### src/rtl/ecc_rmw_pkg.sv
package ecc_rmw_pkg;
  localparam int DATA_W  = 64;
  localparam int HAM_W   = 7;
  localparam int CHK_W   = HAM_W + 1;
  localparam int CODE_W  = DATA_W + CHK_W;
  localparam int BYTE_W  = 8;
  localparam int BYTES   = DATA_W / BYTE_W;
  localparam int MAX_POS = DATA_W + HAM_W;

  typedef enum logic [1:0] {ST_IDLE, ST_READ, ST_CHECK} rmw_state_e;

  // codeword position of data bit idx: skip powers of two
  function automatic int data_pos(input int idx);
    int p;
    p = 0;
    for (int i = 0; i <= idx; i++) begin
      p = p + 1;
      while ((p & (p - 1)) == 0) p = p + 1;
    end
    return p;
  endfunction

  // data bits that feed Hamming check bit j
  function automatic logic [DATA_W-1:0] col_mask(input int j);
    logic [DATA_W-1:0] m;
    m = '0;
    for (int i = 0; i < DATA_W; i++) m[i] = ((data_pos(i) >> j) & 1) == 1;
    return m;
  endfunction
endpackage

### src/rtl/ecc_encoder.sv
module ecc_encoder
  import ecc_rmw_pkg::*;
(
  input  logic [DATA_W-1:0] data,
  output logic [CHK_W-1:0]  chk
);
  logic [HAM_W-1:0] ham;

  for (genvar j = 0; j < HAM_W; j++) begin : g_col
    localparam logic [DATA_W-1:0] MASK = col_mask(j);
    assign ham[j] = ^(data & MASK);
  end

  assign chk = {(^data) ^ (^ham), ham};
endmodule

### src/rtl/ecc_corrector.sv
module ecc_corrector
  import ecc_rmw_pkg::*;
(
  input  logic [CODE_W-1:0] code,
  output logic [DATA_W-1:0] data_out,
  output logic              sbe,
  output logic              mbe
);
  logic [CHK_W-1:0]  recalc;
  logic [HAM_W-1:0]  syn;
  logic              par_err;
  logic              in_range;
  logic [DATA_W-1:0] flip;

  ecc_encoder u_enc (.data(code[DATA_W-1:0]), .chk(recalc));

  assign syn      = code[DATA_W +: HAM_W] ^ recalc[HAM_W-1:0];
  assign par_err  = ^code;
  assign in_range = int'(syn) <= MAX_POS;
  assign sbe      = par_err && in_range;
  assign mbe      = (syn != '0 && !par_err) || (par_err && !in_range);

  for (genvar i = 0; i < DATA_W; i++) begin : g_fix
    localparam int P = data_pos(i);
    assign flip[i] = sbe && (syn == HAM_W'(P));
  end

  assign data_out = code[DATA_W-1:0] ^ flip;
endmodule

### src/rtl/byte_merge.sv
module byte_merge #(
  parameter int LANES  = 8,
  parameter int LANE_W = 8
) (
  input  logic [LANES*LANE_W-1:0] old_d,
  input  logic [LANES*LANE_W-1:0] new_d,
  input  logic [LANES-1:0]        lane_en,
  output logic [LANES*LANE_W-1:0] merged
);
  for (genvar b = 0; b < LANES; b++) begin : g_lane
    assign merged[b*LANE_W +: LANE_W] = lane_en[b] ? new_d[b*LANE_W +: LANE_W]
                                                   : old_d[b*LANE_W +: LANE_W];
  end
endmodule

### src/rtl/ecc_rmw_engine.sv
module ecc_rmw_engine
  import ecc_rmw_pkg::*;
#(
  parameter int ADDR_W = 6
) (
  input  logic              clk,
  input  logic              rst,
  input  logic              cfg_narrow,
  input  logic              req_valid,
  output logic              req_ready,
  input  logic              req_we,
  input  logic [ADDR_W-1:0] req_addr,
  input  logic [DATA_W-1:0] req_wdata,
  input  logic [BYTES-1:0]  req_be,
  output logic              rsp_valid,
  output logic [DATA_W-1:0] rsp_rdata,
  output logic              mem_rd,
  output logic              mem_wr,
  output logic [ADDR_W-1:0] mem_addr,
  output logic [CODE_W-1:0] mem_wdata,
  input  logic [CODE_W-1:0] mem_rdata,
  output logic              err_irq,
  output logic              err_corr,
  output logic [ADDR_W-1:0] err_addr,
  input  logic              err_clr
);
  localparam int HALF_W = DATA_W / 2;
  localparam int HALF_B = BYTES / 2;

  rmw_state_e        state_q;
  logic              op_we_q;
  logic [DATA_W-1:0] op_wdata_q;
  logic [BYTES-1:0]  op_be_q;
  logic              rsp_valid_q, mem_rd_q, mem_wr_q, irq_q, corr_q;
  logic [DATA_W-1:0] rsp_rdata_q;
  logic [ADDR_W-1:0] mem_addr_q, err_addr_q;
  logic [CODE_W-1:0] mem_wdata_q;

  logic [DATA_W-1:0] dmask, wdata_m, cor_data, merged, enc_in;
  logic [BYTES-1:0]  bmask, be_m;
  logic [CODE_W-1:0] rd_word;
  logic [CHK_W-1:0]  enc_chk;
  logic              accept, full_wr, sbe, mbe;

  // lane masks for the selected width
  assign dmask   = cfg_narrow ? {{HALF_W{1'b0}}, {HALF_W{1'b1}}} : '1;
  assign bmask   = cfg_narrow ? {{HALF_B{1'b0}}, {HALF_B{1'b1}}} : '1;
  assign wdata_m = req_wdata & dmask;
  assign be_m    = req_be & bmask;
  assign full_wr = (be_m == bmask);

  assign req_ready = (state_q == ST_IDLE);
  assign accept    = req_valid && req_ready;

  assign rd_word = {mem_rdata[DATA_W +: CHK_W], mem_rdata[DATA_W-1:0] & dmask};

  ecc_corrector u_cor (.code(rd_word), .data_out(cor_data), .sbe(sbe), .mbe(mbe));

  byte_merge #(.LANES(BYTES), .LANE_W(BYTE_W)) u_merge (
    .old_d(cor_data), .new_d(op_wdata_q), .lane_en(op_be_q), .merged(merged)
  );

  // one encoder shared by the direct write and the write-back
  assign enc_in = (state_q == ST_CHECK) ? merged : wdata_m;
  ecc_encoder u_enc (.data(enc_in), .chk(enc_chk));

  always_ff @(posedge clk) begin
    if (rst) begin
      state_q     <= ST_IDLE;
      op_we_q     <= 1'b0;
      op_wdata_q  <= '0;
      op_be_q     <= '0;
      rsp_valid_q <= 1'b0;
      rsp_rdata_q <= '0;
      mem_rd_q    <= 1'b0;
      mem_wr_q    <= 1'b0;
      mem_addr_q  <= '0;
      mem_wdata_q <= '0;
      irq_q       <= 1'b0;
      corr_q      <= 1'b0;
      err_addr_q  <= '0;
    end else begin
      mem_rd_q    <= 1'b0;
      mem_wr_q    <= 1'b0;
      rsp_valid_q <= 1'b0;
      if (err_clr) begin
        irq_q  <= 1'b0;
        corr_q <= 1'b0;
      end
      unique case (state_q)
        ST_IDLE: begin
          if (accept) begin
            op_we_q    <= req_we;
            op_wdata_q <= wdata_m;
            op_be_q    <= be_m;
            mem_addr_q <= req_addr;
            if (req_we && full_wr) begin
              mem_wr_q    <= 1'b1;
              mem_wdata_q <= {enc_chk, wdata_m};
            end else begin
              mem_rd_q <= 1'b1;
              state_q  <= ST_READ;
            end
          end
        end
        ST_READ: state_q <= ST_CHECK;
        ST_CHECK: begin
          if (sbe || mbe) err_addr_q <= mem_addr_q;
          if (sbe) corr_q <= 1'b1;
          if (mbe) irq_q  <= 1'b1;
          if (op_we_q) begin
            mem_wr_q    <= 1'b1;
            mem_wdata_q <= {enc_chk, merged};
          end else begin
            rsp_valid_q <= 1'b1;
            rsp_rdata_q <= cor_data;
          end
          state_q <= ST_IDLE;
        end
        default: state_q <= ST_IDLE;
      endcase
    end
  end

  assign rsp_valid = rsp_valid_q;
  assign rsp_rdata = rsp_rdata_q;
  assign mem_rd    = mem_rd_q;
  assign mem_wr    = mem_wr_q;
  assign mem_addr  = mem_addr_q;
  assign mem_wdata = mem_wdata_q;
  assign err_irq   = irq_q;
  assign err_corr  = corr_q;
  assign err_addr  = err_addr_q;


  rd_wr_excl_chk: assert property (@(posedge clk) disable iff (rst)
    !(mem_rd && mem_wr));


  rmw_same_addr_chk: assert property (@(posedge clk) disable iff (rst)
    (mem_rd && op_we_q) |=> ##1 (mem_wr && mem_addr == $past(mem_addr, 2)));


  rmw_blocks_host_chk: assert property (@(posedge clk) disable iff (rst)
    mem_rd |-> !req_ready);


  narrow_upper_zero_chk: assert property (@(posedge clk) disable iff (rst)
    (mem_wr && cfg_narrow) |-> (mem_wdata[DATA_W-1:HALF_W] == '0));


  read_resp_chk: assert property (@(posedge clk) disable iff (rst)
    (mem_rd && !op_we_q) |=> ##1 rsp_valid);


  irq_sticky_chk: assert property (@(posedge clk) disable iff (rst)
    (err_irq && !err_clr) |=> err_irq);
endmodule

### config.mk
export PLATFORM = sky130hd
export DESIGN_NAME = ecc_rmw_engine
export DESIGN_NICKNAME = d
export VERILOG_FILES = /design/src/rtl/ecc_rmw_pkg.sv /design/src/rtl/ecc_encoder.sv /design/src/rtl/ecc_corrector.sv /design/src/rtl/byte_merge.sv /design/src/rtl/ecc_rmw_engine.sv
export SDC_FILE = /design/constraint.sdc
export NUM_CORES = 1
export LEC_CHECK = 0
export ABC_CLOCK_PERIOD_IN_PS = 6500
export BUFFER_PORTS_ARGS = -buffer_cell sky130_fd_sc_hd__buf_2
export CAP_MARGIN = 20
export CORE_ASPECT_RATIO = 2
export CORE_MARGIN = 5
export CORE_UTILIZATION = 50
export DETAILED_ROUTE_END_ITERATION = 7
export PLACE_DENSITY = 0.73
export SYNTH_ARGS = -nofsm -noshare
export SYNTH_HDL_FRONTEND = slang
export SYNTH_SLANG_ARGS = --single-unit
### constraint.sdc
create_clock -name clk -period 6.5 [get_ports clk]
set_input_delay 0.65 -clock clk [delete_from_list [all_inputs] [get_ports clk]]
set_output_delay 0.65 -clock clk [all_outputs]
set_load 0.005 [all_outputs]
# == Word level (Yosys, flattened, before mapping) ==
# Cells that the tools add are included.
# totals
out_inout_bits,154
input_bits,156
regBits,228
# op_classes
bitwise,10
n_mux,30
magnitude_cmp,1
reduce_logical,100
eq_ne,71
# ops
operator,count
64-bit XOR reduction,15
7-bit by 6-bit equality test with 1-bit output (second input constant),31
72-bit 2-to-1 mux,3
72-bit one-hot mux with 2 select lines,1
64-bit AND,2
64-bit 2-to-1 mux,2
7-bit by 5-bit equality test with 1-bit output (second input constant),15
8-bit 2-to-1 mux,9
72-bit XOR reduction,1
1-bit logical AND,69
64-bit bitwise XOR,1
7-bit by 4-bit equality test with 1-bit output (second input constant),7
7-bit equality test (second input constant),7
7-bit by 3-bit equality test with 1-bit output (second input constant),3
1-bit 2-to-1 mux,11
8-bit AND,1
8-bit equality test,1
2-bit AND reduction,4
7-bit by 2-bit equality test with 1-bit output (second input constant),1
7-bit <= comparator (second input constant),1
7-bit nonzero test,1
7-bit XOR reduction,1
7-bit bitwise XOR,1
2-bit 2-to-1 mux,2
other kinds (15),22

# == Logic depth before layout (Yosys ltp) ==
# logic_depth
word_depth,16
mapped_depth,20
depth_no_buf,17

# == Cells and area by module ==
# A second synthesis with hierarchy kept.
# unflattened
cells_unflattened,1657
area_unflattened_um2,15134.5
# by_module_without_submodules
module,cells_per_inst,area_per_inst_um2,n_inst,seq_area_each_um2
ecc_rmw_engine,1100,9525.4,1,4564.4
ecc_encoder,115,1353.8,2,0.0
ecc_corrector,255,1850.5,1,0.0
byte_merge,72,1051.0,1,0.0

# == Least setup slack after synthesis ==
# No wires, ideal clock.
# synth_path
path_kind,input-to-reg
from,input port mem_rdata[9]
to,register mem_wdata_q[71] (netlist: mem_wdata[71])
setup_ns,0.114
required_time_ns,6.386
slack_ns,0.838
arrival_ns,5.548
cell_stages,18
path_buffers,1
path_cell_list,xnor3_2 > xnor3_1 > xnor3_1 > xnor3_2 > xnor3_2 > nor4b_4 > buf_4 > o211ai_2 > xnor2_1 > o311ai_4 > xor2_1 > xnor3_1 > xnor2_2 > xor2_1 > xnor3_1 > xor2_1 > xnor3_1 > a21o_1
# synth_between
elab_chain_cells,15
elab_cells_between_ends,160
cone_classes,1 x order compare; 64 x eq/ne; 13 x mux; 4 x bitwise; 78 x reduce/logical
# synth_lines
element,line,text
from (decl),ecc_rmw_engine.sv:21,"input logic [CODE_W-1:0] mem_rdata,"
64-bit AND (*),ecc_rmw_engine.sv:55,"assign rd_word = {mem_rdata[DATA_W +: CHK_W], mem_rdata[DATA_W-1:0] & dmask};"
64-bit XOR reduction,ecc_encoder.sv:11,assign ham[j] = ^(data & MASK);
7-bit bitwise XOR,ecc_corrector.sv:17,assign syn = code[DATA_W +: HAM_W] ^ recalc[HAM_W-1:0];
7-bit <= comparator,ecc_corrector.sv:19,assign in_range = int'(syn) <= MAX_POS;
1-bit logical AND,ecc_corrector.sv:20,assign sbe = par_err && in_range;
1-bit logical AND,ecc_corrector.sv:25,assign flip[i] = sbe && (syn == HAM_W'(P));
64-bit bitwise XOR (*),ecc_corrector.sv:28,assign data_out = code[DATA_W-1:0] ^ flip;
8-bit 2-to-1 mux,byte_merge.sv:11,assign merged[b*LANE_W +: LANE_W] = lane_en[b] ? new_d[b*LANE_W +: LANE_W]
64-bit 2-to-1 mux (*),ecc_rmw_engine.sv:64,assign enc_in = (state_q == ST_CHECK) ? merged : wdata_m;
64-bit XOR reduction,ecc_encoder.sv:11,
7-bit XOR reduction,ecc_encoder.sv:14,"assign chk = {(^data) ^ (^ham), ham};"
1-bit bitwise XOR (*),ecc_encoder.sv:14,
72-bit 2-to-1 mux,ecc_rmw_engine.sv:97,if (req_we && full_wr) begin
72-bit 2-to-1 mux,ecc_rmw_engine.sv:92,if (accept) begin
72-bit one-hot mux with 2 select lines (*),ecc_rmw_engine.sv:90,unique case (state_q)
to (signal assigned),ecc_rmw_engine.sv:99,"mem_wdata_q <= {enc_chk, wdata_m};"
to (signal assigned),ecc_rmw_engine.sv:113,"mem_wdata_q <= {enc_chk, merged};"
to (decl),ecc_rmw_engine.sv:37,logic [CODE_W-1:0] mem_wdata_q;
# Every way passes the cells marked *; elsewhere a longest branch is shown, timed or not. The select of a mux whose other input is x is not followed.
# A chain may end at the register's enable or synchronous reset.

# == Worst setup path in the final report ==
# Ends and elaborated chain as after synthesis.

==> summary.json <==
{
  "postSynthCellCount": 1687,
  "setup.worst_path.start_class": "input port",
  "grtUsageTotal_pct": 33.7,
  "timing.slew.headroom_pct": 28.3,
  "worst_slew_pin_slew_ps": 1080,
  "starting_drt_drc_count": 1021,
  "drv.max_cap_violation_count": 0,
  "async_reset_ff_share_pct": 0,
  "proportion_of_layout_cells_with_a_drive_suffix_above_1_pct": 25.0,
  "post-place-cells": 2348,
  "critical_path_peak_fanout": 4,
  "avgRoutedWirePerCell_um": 23.2,
  "yosysTopAreaCell": "sky130_fd_sc_hd__dfxtp_1",
  "viasPerCell": 5.75,
  "crit_path_start": "mem_rdata[9]",
  "fp.dieArea_sq_um": 31900,
  "n_fill_cell": 2620,
  "register_to_register_path_setup_slack_ps": 1870,
  "power.density_cell_area_nw_per_um2": 351,
  "timing.clock.skew_ps": 13.3,
  "critPathArrivalTime_ps": 6500,
  "dp_hpwl_mm": 44.1,
  "ant_nets": 0,
  "worst_path_dominant_cell_family": "XOR/XNOR gates",
  "synthesis.yosys.warnings": 0,
  "synthesis.area_sq_um": 14100,
  "route.vias.total": 13780,
  "postCtsSetupRepairBufs": 0,
  "synthesis.area_per_instance_sq_um": 8.37,
  "setup.worst_path.end_class": "flip-flop",
  "critical_path.most_common_cell": "sky130_fd_sc_hd__xnor3_1",
  "synth_seq_area_share_pct": 32.3,
  "port_buffers": 309,
  "placement.setup.worst_slack_ps": -46.3,
  "clk_pin_slew_ps": 70,
  "capturing_element_of_the_worst_setup_path": "mem_wdata[71]",
  "floorplan.die.height_um": 248,
  "total_core_area_sq_um": 28100,
  "timing_max_transition_violations_final": 0,
  "syn_to_final_growth_pct": 23.0,
  "cts_root_buffer": "sky130_fd_sc_hd__clkbuf_16",
  "clock_insertion_delay_worst_skew_ps": 530,
  "final_period_minus_worst_setup_slack_ps": 6080,
  "grt_antenna_before_repair": 10,
  "placer_congestion_estimate": 1.02,
  "status": "finished, final reports clean",
  "numClockSinks": 228,
  "synth.net_count": 1843,
  "post_layout_nonfiller_instances": 2397,
  "cts-htree-levels": 1,
  "timing.critical_path.cells": "buf_2 > xnor3_2 > xnor3_1 > xnor3_1 > xnor3_2 > xor3_1 > or2_2 > a2111oi_0 > o311a_1 > a21oi_1 > buf_4 > xnor2_1 > xnor3_1 > xnor2_1 > xnor3_1 > xnor2_1 > xnor2_1 > xnor3_1 > a21o_1",
  "start_util_pct": 50.2,
  "synth.area.top_cells": "sky130_fd_sc_hd__dfxtp_1 (32%), sky130_fd_sc_hd__xnor2_1 (10%), sky130_fd_sc_hd__xnor3_1 (7.8%), sky130_fd_sc_hd__nor2_1 (6.1%), sky130_fd_sc_hd__nand2_1 (5.1%)",
  "worstRegToRegCells": 12,
  "clock_path_buffers": 3,
  "cts_inserted_buffers": 22,
  "synth_edf_count": 0,
  "grt_first_pass_wirelength_mm": 80.9,
  "critical_path.reg2reg.startpoint": "state_q[0]",
  "seq_cells_post_synth": 228,
  "worst_ep_required_time_ps": 6920,
  "io-pin-count": 310,
  "total_wirelength_of_the_detailed_routed_design_mm": 55.6,
  "setup_viol": 0,
  "row_count": 87,
  "fin_nets": 2173,
  "tritoncts_clock_tree": "done",
  "grt-ovfl-total": 0,
  "path_class_of_the_lowest_slack_min_delay_path": "input port to flip-flop",
  "finalCritPeriodShare_pct": 93.5,
  "critical-path-max-stage-delay_ps": 670,
  "fin_setup_tns_ps": 0,
  "cts_hold_buffers": 0,
  "vias_in_the_first_global_route": 13605,
  "cp.depth": 19,
  "yosysTopAreaCellShare_pct": 32.3,
  "die_width_um": 129,
  "hold_violations": 0,
  "crit_slowest_cell": "sky130_fd_sc_hd__a2111oi_0",
  "max_freq_mhz": 164,
  "pin_count_of_the_biggest_net_entering_global_routing": 106,
  "drcViolationCount": 0,
  "r2r_end": "mem_wdata[71]",
  "setup_repair_after_global_routing_missed_its_margin": "false",
  "synth_cell_types": 68,
  "commonest_cells_post_synth": "sky130_fd_sc_hd__dfxtp_1 (228), sky130_fd_sc_hd__nor2_1 (228), sky130_fd_sc_hd__nand2_1 (191), sky130_fd_sc_hd__xnor2_1 (168), sky130_fd_sc_hd__a21oi_1 (133)",
  "leakage_nw": 7.44,
  "max-vdd-ir-drop_uv": 383,
  "criticalPathCategory": "input port to flip-flop",
  "drt-pass1-iter-count": 5,
  "synth_top_flop_cell": "sky130_fd_sc_hd__dfxtp_1",
  "setup_ws_ps": 420,
  "cts_resized": 0,
  "crit_buf_inv": 2
}
==> where the power goes <==
group / internal [mW] / switching [mW] / total, mW
sequential: 1.45 / 0.0428 / 1.50
combinational: 1.55 / 1.79 / 3.33
clock: 0.686 / 0.584 / 1.27
total: 3.68 / 2.42 / 6.10
==> worst min-delay path by stage <==
stage                             start       endpoint  slack [ps]  cells after the start
after floorplan           op_wdata_q[3]  op_wdata_q[3]         430                      2
after global placement    op_wdata_q[3]  op_wdata_q[3]         440                      2
after detailed placement  op_wdata_q[7]  op_wdata_q[7]         440                      2
after CTS                   req_addr[5]    mem_addr[5]         350                      3
after global routing        req_addr[1]    mem_addr[1]         360                      3
final                       req_addr[5]    mem_addr[5]         350                      3
==> layout make-up <==
class                   count  area (sq um)  share of cell area [%]
well taps                 356           445                    2.57
flip-flops and latches    228          4560                    26.3
diodes                     11          27.5                   0.159
repair buffers            436          2560                    14.7
clock inverters             7          52.6                   0.303
inverters                  12          45.0                   0.260
clock buffers              30           632                    3.64
multi-input cells        1317          9030                    52.0
==> layer usage <==
layer	global-route usage [%]	routed length [um]	up-vias	share of wire, %
li1	-	-	6441	-
met1	35.6	18900	6586	34
met2	61.3	29100	584	52
met3	2.99	2880	169	5.2
met4	24.1	4790	0	8.6
met5	0	0	-	0
==> state kept, by name, indices dropped and copies added, names as in the netlist <==
name / cells
op_we_q: 1
err_corr: 1
rsp_rdata: 64
state_q: 2
mem_wr: 1
mem_addr: 6
mem_wdata: 72
rsp_valid: 1
op_wdata_q: 64
mem_rd: 1
op_be_q: 8
err_irq: 1
err_addr: 6
==> placed cells by master, fill, tap and decap left out, drive strengths merged, types with 22 or more instances in the layout <==
cell,synthesis,final
a211oi,70,70
a21oi,133,133
buf,20,436
clkbuf,110,30
dfxtp,228,228
mux2i,25,25
nand2,191,191
nand2b,36,36
nand3,26,26
nand3b,22,22
nand4,22,22
nor2,230,230
nor2b,37,37
nor3,65,65
o211ai,23,23
o21ai,32,32
xnor2,173,173
xnor3,53,53
xor2,62,62
==> cells by family after synthesis <==
group	synth area share (%)
AOI/OAI and AO/OA	15.5
xor gates and xnor gates	24.4
buffers and inverters	3.94
DFF	32.3
muxes	1.96
and+or+nand+nor	22.0
==> worst register-to-register path: cells and delay by family (launching register included) <==
kind / cells / cell delay (ps)
xor gates and xnor gates: 6 / 1680
and+or+nand+nor: 2 / 930
DFF: 1 / 410
AOI/OAI and AO/OA: 2 / 750
buffers and inverters: 2 / 750
==> metrics by stage <==
stage          power (mW)  utilization [%]  area [sq um]  hold WS (ps)
2_1_floorplan        3.57                -         14100           431
3_3_place_gp         4.79             59.2         16600           436
3_5_place_dp         4.81             59.2         16600           442
4_1_cts              6.08             61.7         17300           346
5_1_grt              6.30             61.8         17400           362
6_report             6.10             61.8         17400           354
No activity file was read; power rests on OpenSTA's default activity.
